$ cat src/rtl/vaog_pkg.sv
package vaog_pkg;

    localparam int KIND_W   = 4;
    localparam int CNT_W    = 2;
    localparam int BYTES_W  = 5;
    localparam logic [KIND_W-1:0] LAST_DATA_KIND = 4'd3;
    localparam logic [KIND_W-1:0] PAD_FLOOR      = 4'd11;

    typedef struct packed {
        logic [KIND_W-1:0] kind;
        logic [CNT_W-1:0]  cnt_m1;
    } attr_desc_t;

    typedef enum logic [1:0] {
        ST_IDLE,
        ST_EMIT,
        ST_FINISH
    } walk_state_e;

    function automatic logic kind_is_pad(input logic [KIND_W-1:0] k);
        return k > PAD_FLOOR;
    endfunction

    function automatic logic kind_is_rsv(input logic [KIND_W-1:0] k);
        return (k > LAST_DATA_KIND) && (k <= PAD_FLOOR);
    endfunction

    // log2 of the element size of a data kind
    function automatic logic [1:0] kind_elem_lg(input logic [KIND_W-1:0] k);
        case (k)
            4'd2:    return 2'd1;
            4'd3:    return 2'd2;
            default: return 2'd0;
        endcase
    endfunction

endpackage

$ cat src/rtl/vaog_desc_store.sv
module vaog_desc_store
    import vaog_pkg::*;
#(
    parameter int MAX_ATTR = 12,
    localparam int IDX_W = $clog2(MAX_ATTR)
) (
    input  logic                       clk,
    input  logic                       rst,
    input  logic                       load,
    input  logic [MAX_ATTR*KIND_W-1:0] kinds,
    input  logic [MAX_ATTR*CNT_W-1:0]  cnts,
    input  logic [IDX_W-1:0]           sel,
    output attr_desc_t                 desc
);

    attr_desc_t slot [MAX_ATTR];

    for (genvar g = 0; g < MAX_ATTR; g++) begin : g_slot
        always_ff @(posedge clk) begin
            if (rst) begin
                slot[g] <= '0;
            end else if (load) begin
                slot[g].kind   <= kinds[g*KIND_W +: KIND_W];
                slot[g].cnt_m1 <= cnts[g*CNT_W +: CNT_W];
            end
        end
    end

    always_comb begin
        desc = '0;
        for (int i = 0; i < MAX_ATTR; i++) begin
            if (sel == IDX_W'(i)) desc = slot[i];
        end
    end

endmodule

$ cat src/rtl/vaog_attr_sizer.sv
module vaog_attr_sizer
    import vaog_pkg::*;
#(
    parameter int OFS_W = 8,
    localparam int EXT_W = OFS_W + 1
) (
    input  attr_desc_t       desc,
    input  logic [OFS_W-1:0] run,
    output logic [EXT_W-1:0] place,
    output logic [EXT_W-1:0] stop,
    output logic             reserved
);

    logic [1:0]         align_lg;
    logic [BYTES_W-1:0] nbytes;
    logic [EXT_W-1:0]   mask;

    always_comb begin
        reserved = kind_is_rsv(desc.kind);
        if (kind_is_pad(desc.kind)) begin
            align_lg = 2'd2;
            nbytes   = {BYTES_W'(desc.kind - PAD_FLOOR)} << 2;
        end else if (reserved) begin
            align_lg = 2'd0;
            nbytes   = '0;
        end else begin
            align_lg = kind_elem_lg(desc.kind);
            nbytes   = BYTES_W'({1'b0, desc.cnt_m1} + 3'd1) << align_lg;
        end
        mask  = EXT_W'((3'd1 << align_lg) - 3'd1);
        place = ({1'b0, run} + mask) & ~mask;
        stop  = place + EXT_W'(nbytes);
    end

endmodule

$ cat src/rtl/vtx_attr_offset_gen.sv
module vtx_attr_offset_gen
    import vaog_pkg::*;
#(
    parameter int MAX_ATTR = 12,
    parameter int OFS_W    = 8,
    localparam int NUM_W = $clog2(MAX_ATTR + 1),
    localparam int IDX_W = $clog2(MAX_ATTR),
    localparam int EXT_W = OFS_W + 1
) (
    input  logic                       clk,
    input  logic                       rst,
    input  logic                       start_i,
    input  logic [NUM_W-1:0]           attr_num_i,
    input  logic [MAX_ATTR*KIND_W-1:0] attr_kind_i,
    input  logic [MAX_ATTR*CNT_W-1:0]  attr_cnt_i,
    input  logic [OFS_W-1:0]           stride_i,
    output logic                       ofs_valid_o,
    input  logic                       ofs_ready_i,
    output logic [IDX_W-1:0]           ofs_index_o,
    output logic [OFS_W-1:0]           ofs_value_o,
    output logic                       done_o,
    output logic                       error_o,
    output logic [OFS_W-1:0]           vtx_size_o
);

    walk_state_e      state_q;
    logic [IDX_W-1:0] idx_q;
    logic [NUM_W-1:0] num_q;
    logic [OFS_W-1:0] run_q;
    logic [OFS_W-1:0] stride_q;
    logic             err_q;

    attr_desc_t       cur_desc;
    logic [KIND_W-1:0] cur_kind;
    logic [EXT_W-1:0] place, stop;
    logic             reserved;
    logic             launch, too_many, last_beat, spill;

    assign launch    = (state_q == ST_IDLE) && start_i;
    assign too_many  = attr_num_i > NUM_W'(MAX_ATTR);
    assign last_beat = (NUM_W'(idx_q) + NUM_W'(1)) >= num_q;
    assign spill     = stop[OFS_W];
    assign cur_kind  = cur_desc.kind;

    vaog_desc_store #(.MAX_ATTR(MAX_ATTR)) u_store (
        .clk   (clk),
        .rst   (rst),
        .load  (launch),
        .kinds (attr_kind_i),
        .cnts  (attr_cnt_i),
        .sel   (idx_q),
        .desc  (cur_desc)
    );

    vaog_attr_sizer #(.OFS_W(OFS_W)) u_sizer (
        .desc     (cur_desc),
        .run      (run_q),
        .place    (place),
        .stop     (stop),
        .reserved (reserved)
    );

    always_ff @(posedge clk) begin
        if (rst) begin
            state_q  <= ST_IDLE;
            idx_q    <= '0;
            num_q    <= '0;
            run_q    <= '0;
            stride_q <= '0;
            err_q    <= 1'b0;
        end else begin
            case (state_q)
                ST_IDLE: begin
                    if (start_i) begin
                        idx_q    <= '0;
                        run_q    <= '0;
                        stride_q <= stride_i;
                        num_q    <= too_many ? NUM_W'(MAX_ATTR) : attr_num_i;
                        err_q    <= too_many;
                        state_q  <= (attr_num_i == '0) ? ST_FINISH : ST_EMIT;
                    end
                end
                ST_EMIT: begin
                    if (ofs_ready_i) begin
                        run_q <= spill ? {OFS_W{1'b1}} : stop[OFS_W-1:0];
                        err_q <= err_q | reserved | spill;
                        idx_q <= idx_q + IDX_W'(1);
                        if (last_beat) state_q <= ST_FINISH;
                    end
                end
                default: state_q <= ST_IDLE;
            endcase
        end
    end

    assign ofs_valid_o = (state_q == ST_EMIT);
    assign ofs_index_o = idx_q;
    assign ofs_value_o = place[OFS_W-1:0];
    assign done_o      = (state_q == ST_FINISH);
    assign vtx_size_o  = run_q;
    assign error_o     = err_q | (run_q != stride_q);

endmodule

$ cat config.mk
export PLATFORM = sky130hd
export DESIGN_NAME = vtx_attr_offset_gen
export DESIGN_NICKNAME = d
export VERILOG_FILES = /design/src/rtl/vaog_pkg.sv /design/src/rtl/vaog_desc_store.sv /design/src/rtl/vaog_attr_sizer.sv /design/src/rtl/vtx_attr_offset_gen.sv
export SDC_FILE = /design/constraint.sdc
export NUM_CORES = 1
export LEC_CHECK = 0
export BUFFER_PORTS_ARGS = -buffer_cell sky130_fd_sc_hd__buf_2
export CORE_MARGIN = 2
export CORE_UTILIZATION = 55
export DETAILED_ROUTE_END_ITERATION = 10
export PLACE_DENSITY = 0.79
export SLEW_MARGIN = 25
export SYNTH_ARGS = -nofsm -noshare
export SYNTH_HDL_FRONTEND = slang
export SYNTH_SLANG_ARGS = --single-unit
$ cat constraint.sdc
create_clock -name clk -period 11.2 [get_ports clk]
set_input_delay 1.12 -clock clk [delete_from_list [all_inputs] [get_ports clk]]
set_output_delay 1.12 -clock clk [all_outputs]
set_load 0.1 [all_outputs]
-- Word-level counts from Yosys, hierarchy flattened
Memories as Yosys holds them, arrays and structs flattened.
Index checks and enable logic that the tools add are counted.
W data, S select, Z words.
- memories: 1
- RAM bits: 72
- input port bits: 88
- word-level logic and storage cells: 141
- flip-flop bits (word level): 27
- output and inout port bits: 23
- multiplexer cells: 64
- order comparisons: 5
- reductions and logical operators: 9
- eq/ne operators: 19
- bitwise logic cells: 29
- add/sub/neg operators: 6
- shift-type cells: 2
- memories (memory ; depth ; width ; rd ports ; clocked after memory_dff ; write ports ; RTL line ; source):
    u_store.slot ; 12 ; 6 ; 12 ; 0 ; 12 ; vaog_desc_store.sv:16 ; attr_desc_t slot [MAX_ATTR];
- operator list (kind ; count):
    $mux W6 ; 12
    $mux W4 ; 15
    $mux W2 ; 20
    $or A1 B1 Y1 ; 27
    $mux W8 ; 3
    $eq A4 B2 Y1 const B ; 4
    $eq A4 B3 Y1 const B ; 4
    $eq A4 B4 Y1 const B ; 4
    $pmux W8 S2 ; 1
    $mux W5 ; 2
    $add A8 B9 Y9 ; 1
    $add A9 B5 Y9 ; 1
    $and A9 B9 Y9 ; 1
    $not A9 Y9 ; 1
    $shl A1 B2 Y9 const A ; 1
    $sub A9 B1 Y9 const B ; 1
    $gt A4 B4 Y1 const B ; 2
    $logic_not A4 Y1 ; 2
    $ne A8 B8 Y1 ; 1
    $pmux W2 S2 ; 2
    $pmux W4 S2 ; 1
    $mux W1 ; 7
    $reduce_and A3 Y1 ; 2
    $shl A5 B2 Y5 ; 1
    16 further kinds ; 18

-- Depth between registers and ports, before layout
- depth in word-level cells: 27
- gate-level depth with buffers: 33
- depth with buffers taken out: 30

-- Modules after synthesis
Synthesis repeated with hierarchy kept, for this count alone.
- cells, all modules: 574
- area, all modules: 5806.8 um^2
- modules (own cells, without submodules) (module ; instances ; cells an instance ; sequential area each (um^2) ; area each (um^2)):
    vaog_desc_store ; 1 ; 294 ; 2162.1 ; 3545.9
    vtx_attr_offset_gen ; 1 ; 158 ; 540.5 ; 1323.8
    vaog_attr_sizer ; 1 ; 122 ; 0.0 ; 937.1

-- Worst setup path before layout
No wires, ideal clock.
- kind: flip-flop to flip-flop
- from: reg idx_q[1] (netlist: ofs_index_o[1])
- to: reg run_q[1] (netlist: vtx_size_o[1])
- setup time: 0.091 ns
- arrival time: 8.162 ns
- stages on the path, launching flop included: 29
- data required time: 11.109 ns
- slack: 2.947 ns
- path buffers: 3
- clock period less this slack: 8.253 ns
- cells stage by stage: dfxtp_1 inv_1 ha_1 buf_2 buf_1 nor2b_1 a221oi_1 o31ai_1 nand2_1 a22oi_1 nor2_1 o211ai_1 o211ai_1 a41oi_1 ha_1 clkbuf_1 nor2_1 o21ai_0 ha_1 fa_1 nor2b_1 nor3_1 ha_1 a21oi_1 o21bai_1 a21o_1 nand4_4 xnor2_4 a311oi_1
- word-level cells in the longest chain between the ends: 27
- elaborated cells on any way between the ends: 49
- classes of those cells: add/sub: 5; order compare: 3; eq/ne: 13; shift: 2; mux: 22; bitwise: 2; reduce/logical: 2
- ends and longest elaborated chain (item ; RTL line ; source):
    from (decl) ; vtx_attr_offset_gen.sv:27 ; logic [IDX_W-1:0] idx_q;
    from (signal assigned) ; vtx_attr_offset_gen.sv:87 ; idx_q <= idx_q + IDX_W'(1);
    $logic_not A4 Y1 ; vaog_desc_store.sv:32 ; if (sel == IDX_W'(i)) desc = slot[i];
    $mux W6 (11 in series) ; vaog_desc_store.sv:32 ;
    $mux W6 (*) ; vaog_desc_store.sv:32 ;
    $eq A4 B2 Y1 ; vaog_pkg.sv:30 ; case (k)
    $pmux W2 S2 ; vaog_pkg.sv:30 ;
    $mux W2 ; vaog_attr_sizer.sv:23 ; end else if (reserved) begin
    $mux W2 ; vaog_attr_sizer.sv:20 ; if (kind_is_pad(desc.kind)) begin
    $mux W2 ; vaog_attr_sizer.sv:23 ;
    (+2 left out) ; - ;
    $sub A9 B1 Y9 (*) ; vaog_attr_sizer.sv:30 ; mask = EXT_W'((3'd1 << align_lg) - 3'd1);
    $add A8 B9 Y9 / $not A9 Y9 (equally long branches) ; vaog_attr_sizer.sv:31 ; place = ({1'b0, run} + mask) & ~mask;
    $and A9 B9 Y9 (*) ; vaog_attr_sizer.sv:31 ;
    named net ofs_value_o[2] ; vtx_attr_offset_gen.sv:20 ; output logic [OFS_W-1:0] ofs_value_o,
    $add A9 B5 Y9 (*) ; vaog_attr_sizer.sv:32 ; stop = place + EXT_W'(nbytes);
    $mux W8 (*) ; vtx_attr_offset_gen.sv:85 ; run_q <= spill ? {OFS_W{1'b1}} : stop[OFS_W-1:0];
    $mux W8 (*) ; vtx_attr_offset_gen.sv:84 ; if (ofs_ready_i) begin
    $pmux W8 S2 (*) ; vtx_attr_offset_gen.sv:72 ; case (state_q)
    to (signal assigned) ; vtx_attr_offset_gen.sv:85 ;
    to (decl) ; vtx_attr_offset_gen.sv:29 ; logic [OFS_W-1:0] run_q;
The timed path passes the listed nets; every way through them passes the cells marked *. The select of a mux whose other input is x is not followed.
A chain may end at the register's enable or synchronous reset.

-- Worst setup path in the final report
- from: reg idx_q[0] (netlist: ofs_index_o[0])
- to: out ofs_value_o[5]
- word-level cells in the longest chain between the ends: 23
- elaborated cells on any way between the ends: 40
- classes of those cells: add/sub: 2; order compare: 3; eq/ne: 13; shift: 1; mux: 17; bitwise: 2; reduce/logical: 2
- ends and longest elaborated chain (item ; RTL line):
    $logic_not A4 Y1 ; vaog_desc_store.sv:32
    $mux W6 (11 in series) ; vaog_desc_store.sv:32
    $mux W6 (*) ; vaog_desc_store.sv:32
    $eq A4 B2 Y1 ; vaog_pkg.sv:30
    $pmux W2 S2 ; vaog_pkg.sv:30
    $mux W2 ; vaog_attr_sizer.sv:23
    $mux W2 ; vaog_attr_sizer.sv:20
    $mux W2 ; vaog_attr_sizer.sv:23
    $mux W2 (*) ; vaog_attr_sizer.sv:20
    $shl A1 B2 Y9 (*) ; vaog_attr_sizer.sv:30
    $sub A9 B1 Y9 (*) ; vaog_attr_sizer.sv:30
    $add A8 B9 Y9 / $not A9 Y9 (equally long branches) ; vaog_attr_sizer.sv:31
    $and A9 B9 Y9 (*) ; vaog_attr_sizer.sv:31
    to (decl) ; vtx_attr_offset_gen.sv:20
Every way passes the cells marked *; elsewhere a longest branch is shown, timed or not. The select of a mux whose other input is x is not followed.

==> impl_metrics.toml <==
[floorplanning]
rows = 37
io_pins = 111
dieArea_sq_um = 11200
core_area_sq_um = 10200
die_h_um = 106
start_util = 0.561
die_w_um = 106

[timing]
hold_viol = 0
hold_ws_ps = 465
tightest_slew_ps = 1030
rsz0062_at_grt = "no"
max_freq_mhz = 135
setup_violations = 0
finalCritPeriodShare = 0.663
finalMaxSlewViolations = 0
relSlewSlack = 0.316
clock_skew_ps = 11.5
period_minus_slack_ps = 7420
fin_setup_tns_ps = 0
setup_slack_ps = 3780

[cts]
clkSlewWorstSetupHoldPaths_ps = 100
cts_hold_buf = 0
cts-htree-levels = 3
clockBufferDepth = 2
numClockSinks = 99
insertion_delay_ps = 370
numCtsBuffers = 9
cts_root_buf = "clkbuf_8"
cts_tree = "built"
post_cts_resized = 0
post_cts_buffers = 0

[drt]
via_count = 4556
viasPerCell = 5.60
final_antenna_net_count = 0
totalWireLength_um = 13200
drt-initial-drc-count = 237
drc = 0
drt-pass1-iter-count = 4
routedWlPerCell_um = 16.2

[min_path]
hold_class = "flip-flop to flip-flop"

[synthesis]
ys_async_sr_fraction = 0
yosysTopAreaCellShare = 0.378
synth.most_common_cell = "and2_1"
ys.flop_type = "edfxtp_1"
synth_cell_types = 66
synth_commonest_cells = "75 x and2_1, 72 x edfxtp_1, 66 x nand2_1"
synth_top_cell_by_area = "edfxtp_1"
syn_area_sq_um = 5710
synthCells = 581
synth_nets = 696
yosys_warnings = 0
synth_edf_count = 72
syn_area_per_cell_sq_um = 9.84
synth-seq-cells = 99
synth_area_leaders = "edfxtp_1 38%, dfxtp_1 9.5%, and2_1 8.2%, ha_1 5.5%, nand2_1 4.3%"
seq_area_frac_synth = 0.473

[setup_path]
startpoint_type = "flip-flop"
critPathRequiredTime_ps = 10080
path_max_fanout = 28
path_class = "flip-flop to primary output"
cp_data_arrival_time_ps = 6300
worstSetupEndpointType = "primary output"

[global_routing]
grt_pass1_wl_um = 21500
antenna_found_initial = 0
grt_pass1_vias = 4486
grt_usage = 0.244
grt_max_degree = 73
grt-ovfl-total = 0

[placed_design]
gp_congestion = 0.881
io_buffer_count = 110
place_hpwl_um = 9700
place_ws_ps = 4210

[finish]
antenna_cells = 0
nets = 788
area_growth_pct = 15.0
drive_gt1_frac = 0.224

[power]
ir_drop_mv = 0.0630
power_leakage_nw = 2.77
p_per_area_nw_per_um2 = 144
design_power_total_w = 0.000945

[job]
maxCapViolCount = 0

[outcome]
status = "completed"
-- registers in the layout (all words and copies together) (netlist names) --
signal        flops
num_q             4
vtx_size_o        8
err_q             1
u_store.slot     72
state_q           2
stride_q          8
ofs_index_o       4
-- worst max-delay path: stages (launching register included) --
cell and delay (ps):
dfxtp_1 480, ha_1 860, a221oi_1 230, o31ai_1 250, nand2_1 100, a22oi_1 170
nor2_1 70, o211ai_1 230, o211ai_1 110, a41oi_1 290, ha_1 410, nor2_1 110
o21ai_0 300, ha_1 210, o211a_1 270, ha_1 300, a21oi_1 270, o21ai_0 130
nand2_1 80, o21ai_0 150, a211oi_4 400, buf_2 500
-- where the power goes --
group / internal, W / switching [W]
clock network: 0.000127 / 0.000130
registers: 0.000430 / 0.0000155
logic: 0.0000756 / 0.000168
-- layout by cell type, fill, tap and decap left out, drive strengths merged, types with 4 or more instances in the layout --
cell type,n
nor2b,8
ha,25
a21o,8
o21ai,19
a22oi,6
a21oi,49
xor2,4
inv,28
nand2,66
a31oi,7
nand3,15
a311oi,4
nand2b,10
a211oi,10
dfxtp,27
buf,112
clkbuf,9
o22ai,5
nor2,38
a22o,4
edfxtp,72
nand3b,4
and2,77
xnor2,16
o211ai,5
-- layer usage --
layer,wire length (um),global-route usage,vias to the layer above
li1,-,-,2231
met4,375,0.104,0
met1,5670,0.308,2164
met2,6630,0.420,133
met3,524,0.0343,28
met5,0,0,-
-- stage by stage --
step / utilization / instances / area [sq um]
finish: 0.645 / 814 / 6570
CTS: 0.643 / 813 / 6540
floorplan: - / 581 / 5710
global placement: 0.621 / 797 / 6320
detailed placement: 0.621 / 797 / 6320
global route: 0.645 / 814 / 6570
-- worst paths after layout --
path / to / slack [ps] / start / cells after the start
hold reg to reg: num_q[3] / 470 / num_q[3] / 2
hold / removal: num_q[3] / 470 / num_q[3] / 2
setup / recovery: ofs_value_o[5] / 3780 / ofs_index_o[0] / 21
setup reg to reg: vtx_size_o[7] / 4280 / ofs_index_o[0] / 28
-- cells by family after synthesis --
family                     synth area share
adders and majority gates            0.0617
other                              0.000656
DFF                                   0.473
and+or+nand+nor                       0.220
AOI/OAI and AO/OA                     0.154
buffers and inverters                0.0401
xor gates and xnor gates             0.0339
muxes                                0.0164
-- final cells by class --
| type | count | area, sq um |
|---|---|---|
| clock buffer | 9 | 124 |
| clock inverter | 7 | 98.8 |
| fill | 825 | 3610 |
| inverter | 26 | 97.6 |
| multi-input combinational | 425 | 2800 |
| sequential | 99 | 2700 |
| tap | 136 | 170 |
| timing repair buffer | 112 | 586 |
Power figures use the tool's default switching activity.
